### config.mk
export PLATFORM = sky130hd
export DESIGN_NAME = hbus_port
export DESIGN_NICKNAME = d
export VERILOG_FILES = /design/src/rtl/hbus_pkg.sv /design/src/rtl/hbus_strobe_sync.sv /design/src/rtl/hbus_rx.sv /design/src/rtl/hbus_tx.sv /design/src/rtl/hbus_port.sv
export SDC_FILE = /design/constraint.sdc
export NUM_CORES = 1
export LEC_CHECK = 0
export ABC_AREA = 0
export CAP_MARGIN = 20
export CELL_PAD_IN_SITES_DETAIL_PLACEMENT = 1
export CELL_PAD_IN_SITES_GLOBAL_PLACEMENT = 2
export CORE_ASPECT_RATIO = 1.4
export CORE_MARGIN = 2
export CORE_UTILIZATION = 29
export DETAILED_ROUTE_END_ITERATION = 12
export PLACE_DENSITY = 0.79
export SETUP_SLACK_MARGIN = 0.15
export SYNTH_ARGS = -nofsm -noshare
export SYNTH_HDL_FRONTEND = slang
export SYNTH_SLANG_ARGS = --single-unit
### constraint.sdc
create_clock -name clk -period 2.1 [get_ports clk]
set_input_delay 0.63 -clock clk [delete_from_list [all_inputs] [get_ports clk]]
set_output_delay 0.63 -clock clk [all_outputs]
set_load 0.02 [all_outputs]
### src/rtl/hbus_pkg.sv
package hbus_pkg;
    localparam int BYTE_W = 8;
    localparam int NIB_W  = BYTE_W / 2;
    localparam int AC_W   = BYTE_W - 1;
    localparam logic [2:0] WIDTH_OP_TAG = 3'b001;
    localparam int WIDTH_BIT = 4;

    typedef enum logic {
        KIND_INSTR = 1'b0,
        KIND_DATA  = 1'b1
    } xfer_kind_e;

    typedef struct packed {
        logic              wide;
        logic              phase;
        logic [NIB_W-1:0]  hold;
        logic [BYTE_W-1:0] cap;
        logic              cap_sel;
        logic              cap_rnw;
        logic              wr_valid;
        logic [BYTE_W-1:0] wr_byte;
        xfer_kind_e        kind;
        logic              overrun;
        logic              rd_ack;
    } rx_state_t;
endpackage

### src/rtl/hbus_strobe_sync.sv
module hbus_strobe_sync #(
    parameter int STAGES = 2
) (
    input  logic clk,
    input  logic rst_n,
    input  logic strobe_i,
    output logic level_o,
    output logic fall_o
);
    localparam int CHAIN_W = STAGES + 1;

    logic [CHAIN_W-1:0] chain_d, chain_q;

    always_comb begin
        chain_d = {chain_q[CHAIN_W-2:0], strobe_i};
    end

    always_ff @(posedge clk or negedge rst_n) begin
        if (!rst_n) chain_q <= '0;
        else        chain_q <= chain_d;
    end

    assign level_o = chain_q[STAGES-1];
    assign fall_o  = chain_q[STAGES] & ~chain_q[STAGES-1];
endmodule

### src/rtl/hbus_rx.sv
module hbus_rx
    import hbus_pkg::*;
(
    input  logic              clk,
    input  logic              rst_n,
    input  logic              level_i,
    input  logic              fall_i,
    input  logic              sel_i,
    input  logic              rnw_i,
    input  logic [BYTE_W-1:0] bus_in_i,
    input  logic              busy_i,
    output logic              wide_o,
    output logic              phase_o,
    output logic              wr_valid_o,
    output logic [BYTE_W-1:0] wr_byte_o,
    output logic              wr_is_data_o,
    output logic              wr_overrun_o,
    output logic              rd_ack_o
);
    rx_state_t st_d, st_q;
    logic              done;
    logic [BYTE_W-1:0] byte_v;

    always_comb begin
        st_d          = st_q;
        st_d.wr_valid = 1'b0;
        st_d.rd_ack   = 1'b0;
        done          = 1'b0;
        byte_v        = st_q.cap;

        if (level_i) begin
            st_d.cap     = bus_in_i;
            st_d.cap_sel = sel_i;
            st_d.cap_rnw = rnw_i;
        end

        if (fall_i) begin
            if (st_q.wide) begin
                done = 1'b1;
            end else if (!st_q.phase) begin
                st_d.hold  = st_q.cap[BYTE_W-1:NIB_W];
                st_d.phase = 1'b1;
            end else begin
                done       = 1'b1;
                byte_v     = {st_q.hold, st_q.cap[BYTE_W-1:NIB_W]};
                st_d.phase = 1'b0;
            end

            if (done) begin
                if (!st_q.cap_rnw) begin
                    st_d.wr_valid = 1'b1;
                    st_d.wr_byte  = byte_v;
                    st_d.kind     = xfer_kind_e'(st_q.cap_sel);
                    st_d.overrun  = busy_i;
                    if (!st_q.cap_sel &&
                        byte_v[BYTE_W-1:BYTE_W-3] == WIDTH_OP_TAG &&
                        byte_v[WIDTH_BIT] != st_q.wide) begin
                        st_d.wide  = byte_v[WIDTH_BIT];
                        st_d.phase = 1'b0;
                    end
                end else if (st_q.cap_sel) begin
                    st_d.rd_ack = 1'b1;
                end
            end
        end
    end

    always_ff @(posedge clk or negedge rst_n) begin
        if (!rst_n) begin
            st_q      <= '0;
            st_q.wide <= 1'b1;
            st_q.kind <= KIND_INSTR;
        end else begin
            st_q <= st_d;
        end
    end

    assign wide_o       = st_q.wide;
    assign phase_o      = st_q.phase;
    assign wr_valid_o   = st_q.wr_valid;
    assign wr_byte_o    = st_q.wr_byte;
    assign wr_is_data_o = (st_q.kind == KIND_DATA);
    assign wr_overrun_o = st_q.overrun;
    assign rd_ack_o     = st_q.rd_ack;

    AST_HANDOFF_AFTER_FALL: assert property (@(posedge clk) disable iff (!rst_n)
        st_q.wr_valid |-> $past(fall_i));
    AST_HANDOFF_ONE_CYCLE: assert property (@(posedge clk) disable iff (!rst_n)
        st_q.wr_valid |=> !st_q.wr_valid);
    AST_ACK_ONE_CYCLE: assert property (@(posedge clk) disable iff (!rst_n)
        st_q.rd_ack |=> !st_q.rd_ack);
    AST_WIDTH_ONLY_ON_WRITE: assert property (@(posedge clk) disable iff (!rst_n)
        (st_q.wide != $past(st_q.wide)) |-> (st_q.wr_valid && st_q.kind == KIND_INSTR));
    AST_POINTER_HOME_ON_SWITCH: assert property (@(posedge clk) disable iff (!rst_n)
        (st_q.wide != $past(st_q.wide)) |-> !st_q.phase);
    AST_WIDE_NO_HALF: assert property (@(posedge clk) disable iff (!rst_n)
        st_q.wide |-> !st_q.phase);
endmodule

### src/rtl/hbus_tx.sv
module hbus_tx
    import hbus_pkg::*;
(
    input  logic              wide_i,
    input  logic              phase_i,
    input  logic              sel_i,
    input  logic              rnw_i,
    input  logic              strobe_i,
    input  logic              busy_i,
    input  logic [AC_W-1:0]   addr_i,
    input  logic [BYTE_W-1:0] rdata_i,
    output logic [BYTE_W-1:0] bus_out_o,
    output logic              bus_oe_o
);
    logic [BYTE_W-1:0] word;
    logic [NIB_W-1:0]  nib;

    always_comb begin
        word = sel_i ? rdata_i : {busy_i, addr_i};
        nib  = phase_i ? word[NIB_W-1:0] : word[BYTE_W-1:NIB_W];
        if (wide_i) bus_out_o = word;
        else        bus_out_o = {nib, {NIB_W{1'b0}}};
        bus_oe_o = strobe_i & rnw_i;
    end
endmodule

### src/rtl/hbus_port.sv
module hbus_port
    import hbus_pkg::*;
#(
    parameter int SYNC_STAGES = 2
) (
    input  logic              clk,
    input  logic              rst_n,
    input  logic              sel_i,
    input  logic              rnw_i,
    input  logic              strobe_i,
    input  logic [BYTE_W-1:0] bus_in_i,
    output logic [BYTE_W-1:0] bus_out_o,
    output logic              bus_oe_o,
    input  logic              busy_i,
    input  logic [AC_W-1:0]   addr_i,
    input  logic [BYTE_W-1:0] rdata_i,
    output logic              wr_valid_o,
    output logic [BYTE_W-1:0] wr_byte_o,
    output logic              wr_is_data_o,
    output logic              wr_overrun_o,
    output logic              rd_ack_o,
    output logic              wide_mode_o
);
    logic lvl, fall, wide, phase;

    hbus_strobe_sync #(.STAGES(SYNC_STAGES)) u_sync (
        .clk      (clk),
        .rst_n    (rst_n),
        .strobe_i (strobe_i),
        .level_o  (lvl),
        .fall_o   (fall)
    );

    hbus_rx u_rx (
        .clk          (clk),
        .rst_n        (rst_n),
        .level_i      (lvl),
        .fall_i       (fall),
        .sel_i        (sel_i),
        .rnw_i        (rnw_i),
        .bus_in_i     (bus_in_i),
        .busy_i       (busy_i),
        .wide_o       (wide),
        .phase_o      (phase),
        .wr_valid_o   (wr_valid_o),
        .wr_byte_o    (wr_byte_o),
        .wr_is_data_o (wr_is_data_o),
        .wr_overrun_o (wr_overrun_o),
        .rd_ack_o     (rd_ack_o)
    );

    hbus_tx u_tx (
        .wide_i    (wide),
        .phase_i   (phase),
        .sel_i     (sel_i),
        .rnw_i     (rnw_i),
        .strobe_i  (strobe_i),
        .busy_i    (busy_i),
        .addr_i    (addr_i),
        .rdata_i   (rdata_i),
        .bus_out_o (bus_out_o),
        .bus_oe_o  (bus_oe_o)
    );

    assign wide_mode_o = wide;

    AST_NO_ACK_AND_WRITE: assert property (@(posedge clk) disable iff (!rst_n)
        !(wr_valid_o && rd_ack_o));
endmodule

== After elaboration in Yosys (flattened, before gate mapping) ==
Index checks and enable logic that the tools add are counted.
W data, S select, Z words.
Storage, ports and cells
  flip-flop bits (word level): 31
  output and inout bits: 22
  logic and storage cells: 46
Cells by class
  equality and inequality tests: 2
  muxes and demuxes: 20
  bitwise logic cells: 6
  reductions and logical operators: 6
Operators by type and width (count)
  $mux W8: 5
  $mux W12: 2
  $mux W11: 1
  $mux W1: 9
  $mux W4: 2
  $reduce_and A3 Y1: 2
  $mux W5: 1
  $not A1 Y1: 4
  $reduce_and A4 Y1: 1
  $eq A3 B1 Y1 const B: 1
  $and A1 B1 Y1: 2
  $logic_and A1 B1 Y1: 2
  $logic_not A1 Y1: 1
  $ne A1 B1 Y1: 1

== Depth between registers and ports, before layout ==
  depth after elaboration: 9
  gate-level depth with buffers: 6
  depth with buffers taken out: 6

== Cells and area by module ==
From an unflattened synthesis, not the netlist that was laid out.
Unflattened totals
  cell total of the unflattened synthesis: 116
  area total of the unflattened synthesis: 1529.0 sq um
By module, submodules not included
  hbus_rx: instances 1, cells an instance 97, area each 1260.0 sq um, sequential area each 701.9 sq um
  hbus_tx: instances 1, cells an instance 15, area each 180.2 sq um, sequential area each 0.0 sq um
  hbus_strobe_sync: instances 1, cells an instance 4, area each 88.8 sq um, sequential area each 75.1 sq um

== Worst setup path after synthesis ==
No wires, ideal clock.
  path type: flip-flop to output port
  from: register u_rx.wide_o (netlist name)
  to: output port bus_out_o[5]
  arrival: 1535 ps
  data required time: 1470 ps
  path slack: -65 ps
  stages on the path, launching flop included: 4
  path buffers: 1
  cells stage by stage: dfstp_2 > nand2b_4 > buf_4 > mux4_2
Between the ends
  cells in the longest elaborated chain, start to end: 1
RTL lines
  $mux W8: RTL line hbus_tx.sv:21  | if (wide_i) bus_out_o = word;
  end: declaration: RTL line hbus_port.sv:12  | output logic [BYTE_W-1:0] bus_out_o,
Every way passes these cells.

== Worst setup path in the final report ==
  from: register u_rx.wide_o (netlist name)
  to: output port bus_out_o[5]
Between the ends
  cells in the longest elaborated chain, start to end: 1
RTL lines (RTL line)
  $mux W8: hbus_tx.sv:21
Every way passes these cells.

==> results_dict.tcl <==
set metrics [dict create \
    clock-skew-final_ns 0.00705 \
    start_util_pct 29.7 \
    synth_cells 118 \
    drive_gt1_share_pct 44.3 \
    synth_top_cell_by_area "dfrtp_1" \
    irDropWorstVdd_mv 0.642 \
    min_path_type "reg -> reg" \
    placed_cells 235 \
    drt_pass1_iterations 4 \
    setup_violations 4 \
    p_leak_nw 1.05 \
    pin_count 51 \
    violations "setup timing" \
    ys_types 27 \
    grt_use_total_pct 13.9 \
    grt_max_degree 32 \
    relSlewSlack_pct 73.0 \
    grt_remaining_overflow 0 \
    syn_avg_cell_area_um2 12.9 \
    top_layer "met4" \
    p_int_w 0.00165 \
    wl_met3_um 244 \
    critPathKind "reg -> out" \
    rows 31 \
    worst_slew_pin_slew_ns 0.405 \
    finalHoldViolations 0 \
    syn_area_mm2 0.00152 \
    root_buffer "clkbuf_8" \
    fin_ws_ns -0.127 \
    cts_made_buffers 5 \
    routabilityCongestion 0.811 \
    worst-path-max-fanout 2 \
    cp-start-kind "flop" \
    die_w_um 65.2 \
    rrSetupSlack_ns 0.11 \
    p_switching_w 0.000844 \
    drtIter0Drc 6 \
    tns_ns -0.334 \
    finalCritPeriodShare_pct 106 \
    cts_tree "yes" \
    ant_nets 0 \
    rsz0062_at_grt "yes" \
    layout.cells.non_filler 251 \
    synth-warning-count 0 \
    most-common-layout-cells "dfrtp_1 (30), clkdlybuf4s50_1 (21), dlygate4sd2_1 (17), mux2_2 (16), buf_6 (15)" \
    ys_seq_elements 31 \
    combPwrFrac_pct 47.0 \
    fmax_ghz 0.449 \
    end_kind "primary output" \
    arrival_ns 1.60 \
    worstPathRequired_ns 1.47 \
    maxSlewViolCount 0 \
    power_frac_seq_pct 35.4 \
    synth_seq_area_share_pct 51.2 \
    antenna_found_initial 0 \
    min_period_ns 2.23 \
    vias 1177 \
    total_power_w 0.00249 \
    p_sw_share_pct 33.9 \
    cap_violations 0 \
    synth_top_area_share_pct 49.4 \
    port_buffers 50 \
    hpwlAfterDp_mm 2.84 \
    area_growth_syn_to_layout_pct 59.1 \
    fin_nets 214 \
    core_area_mm2 0.00512 \
    clock_path_buffers 2 \
    cts-htree-levels 2 \
    wl_per_cell_um 16.4 \
    die-area_mm2 0.00584 \
    clk_pin_slew_ns 0.06 \
    clkSinkCount 31 \
    die_y_um 89.6 \
    syn-num-nets 148 \
    power_density_mw_per_mm2 1030 \
    cts_hold_buf 0 \
    grt_pass1_vias 1262 \
    status "finished with violations" \
    grt_pass1_wl_mm 6.03 \
    synth_area_leaders "dfrtp_1 (49%), mux2_2 (14%), mux2i_1 (7.2%)" \
    wl_met1_mm 1.44 \
    vias_per_cell 4.69 \
    pwr-share-clk_pct 17.6 \
    worstSkewPairLatency_ns 0.28 \
    n_antenna_cell 0 \
    drc 0 \
    met2WireLength_mm 2.36 \
    wirelength_mm 4.12 \
    mostFrequentLayoutCell "dfrtp_1" \
]
==> metrics by stage <==
step           cell area, um^2  worst slack (ns)  utilization, %  hold slack (ns)
3_5_place_dp              2120            -0.935            41.4            0.359
4_1_cts                   2240            -0.154            43.8            0.349
2_1_floorplan             1540           -0.0175               -            0.331
5_1_grt                   2420            -0.181            47.2            0.359
3_3_place_gp              2120            -0.911            41.4            0.333
6_report                  2420            -0.127            47.2            0.347
==> final cells by class <==
type                       count  area [um^2]
clock inverter                 1         5.00
tap                           66         82.6
fill                         558         2700
clock buffer                   7         76.3
sequential                    31          777
multi-input combinational     72          773
timing repair buffer          71          678
inverter                       3         23.8
==> final timing paths <==
check                                       startpoint                           to  cells after the start
setup / recovery               u_rx.wide_o$_DFFE_PN1P_                 bus_out_o[5]                      3
hold / removal             u_sync.chain_q[0]$_DFF_PN0_  u_sync.chain_q[1]$_DFF_PN0_                      0
setup reg to reg               u_rx.wide_o$_DFFE_PN1P_      u_rx.wide_o$_DFFE_PN1P_                      9
hold reg to reg            u_sync.chain_q[0]$_DFF_PN0_  u_sync.chain_q[1]$_DFF_PN0_                      0
max in group asynchronous                        rst_n      u_rx.wide_o$_DFFE_PN1P_                      2
min in group asynchronous                        rst_n    u_rx.wr_valid_o$_DFF_PN0_                      2
==> cells by family (layout without fill, tap and decap cells) <==
kind of cell	count (synthesis)	after routing	share of synthesized area (%)
muxes	35	35	28.0
DFF	31	31	51.2
and+or+nand+nor	24	24	9.80
buffers and inverters	15	82	6.09
AOI/OAI and AO/OA	12	12	4.12
adders and majority gates	1	1	0.824
==> sequential cells by signal, summed over array words and instances, names as in the netlist <==
name and count:
u_rx.st_q 14, u_sync.chain_q 3, u_rx.wr_valid_o 1, u_rx.phase_o 1, u_rx.wr_is_data_o 1, u_rx.wr_overrun_o 1, u_rx.wide_o 1, u_rx.rd_ack_o 1
u_rx.wr_byte_o 8
==> power groups by stage <==
stage          combinational, W  sequential [W]  clock [W]
6_report                0.00117        0.000880   0.000439
5_1_grt                 0.00125        0.000905   0.000489
4_1_cts                 0.00106        0.000880   0.000462
3_5_place_dp           0.000978        0.000889          0
3_3_place_gp           0.000951        0.000875          0
2_1_floorplan          0.000632        0.000889          0
==> routing by layer <==
metal,vias to the layer above,GRT usage (%)
met5,-,0
met4,0,6.25
met3,8,4.36
met2,48,25.1
met1,584,14.7
li1,537,-
==> repair_timing <==
item	in CTS	in global routing
pin swaps	3	7
gates cloned	0	0
endpoints found under the setup margin	14	21
resized for setup	84	41
buffers inserted	6	2
==> worst max-delay path: stages (launching register included) <==
cell and delay (ns):
dfstp_2 0.53, nand2b_4 0.13, mux4_2 0.51, buf_6 0.15
==> cells in the mapped netlist (all sizes together) <==
master  instances
dfrtp          30
mux2           20
buf            11
mux2i          11
nor2           11
a21oi           9
mux4            4
inv             3
nand2b          3
nor3            3
nand2           2
o21ai           2
and2            1
clkbuf          1
dfstp           1
ha              1
nand3b          1
nor3b           1
nor4            1
o31ai           1
or2b            1
Power figures use the tool's default switching activity.
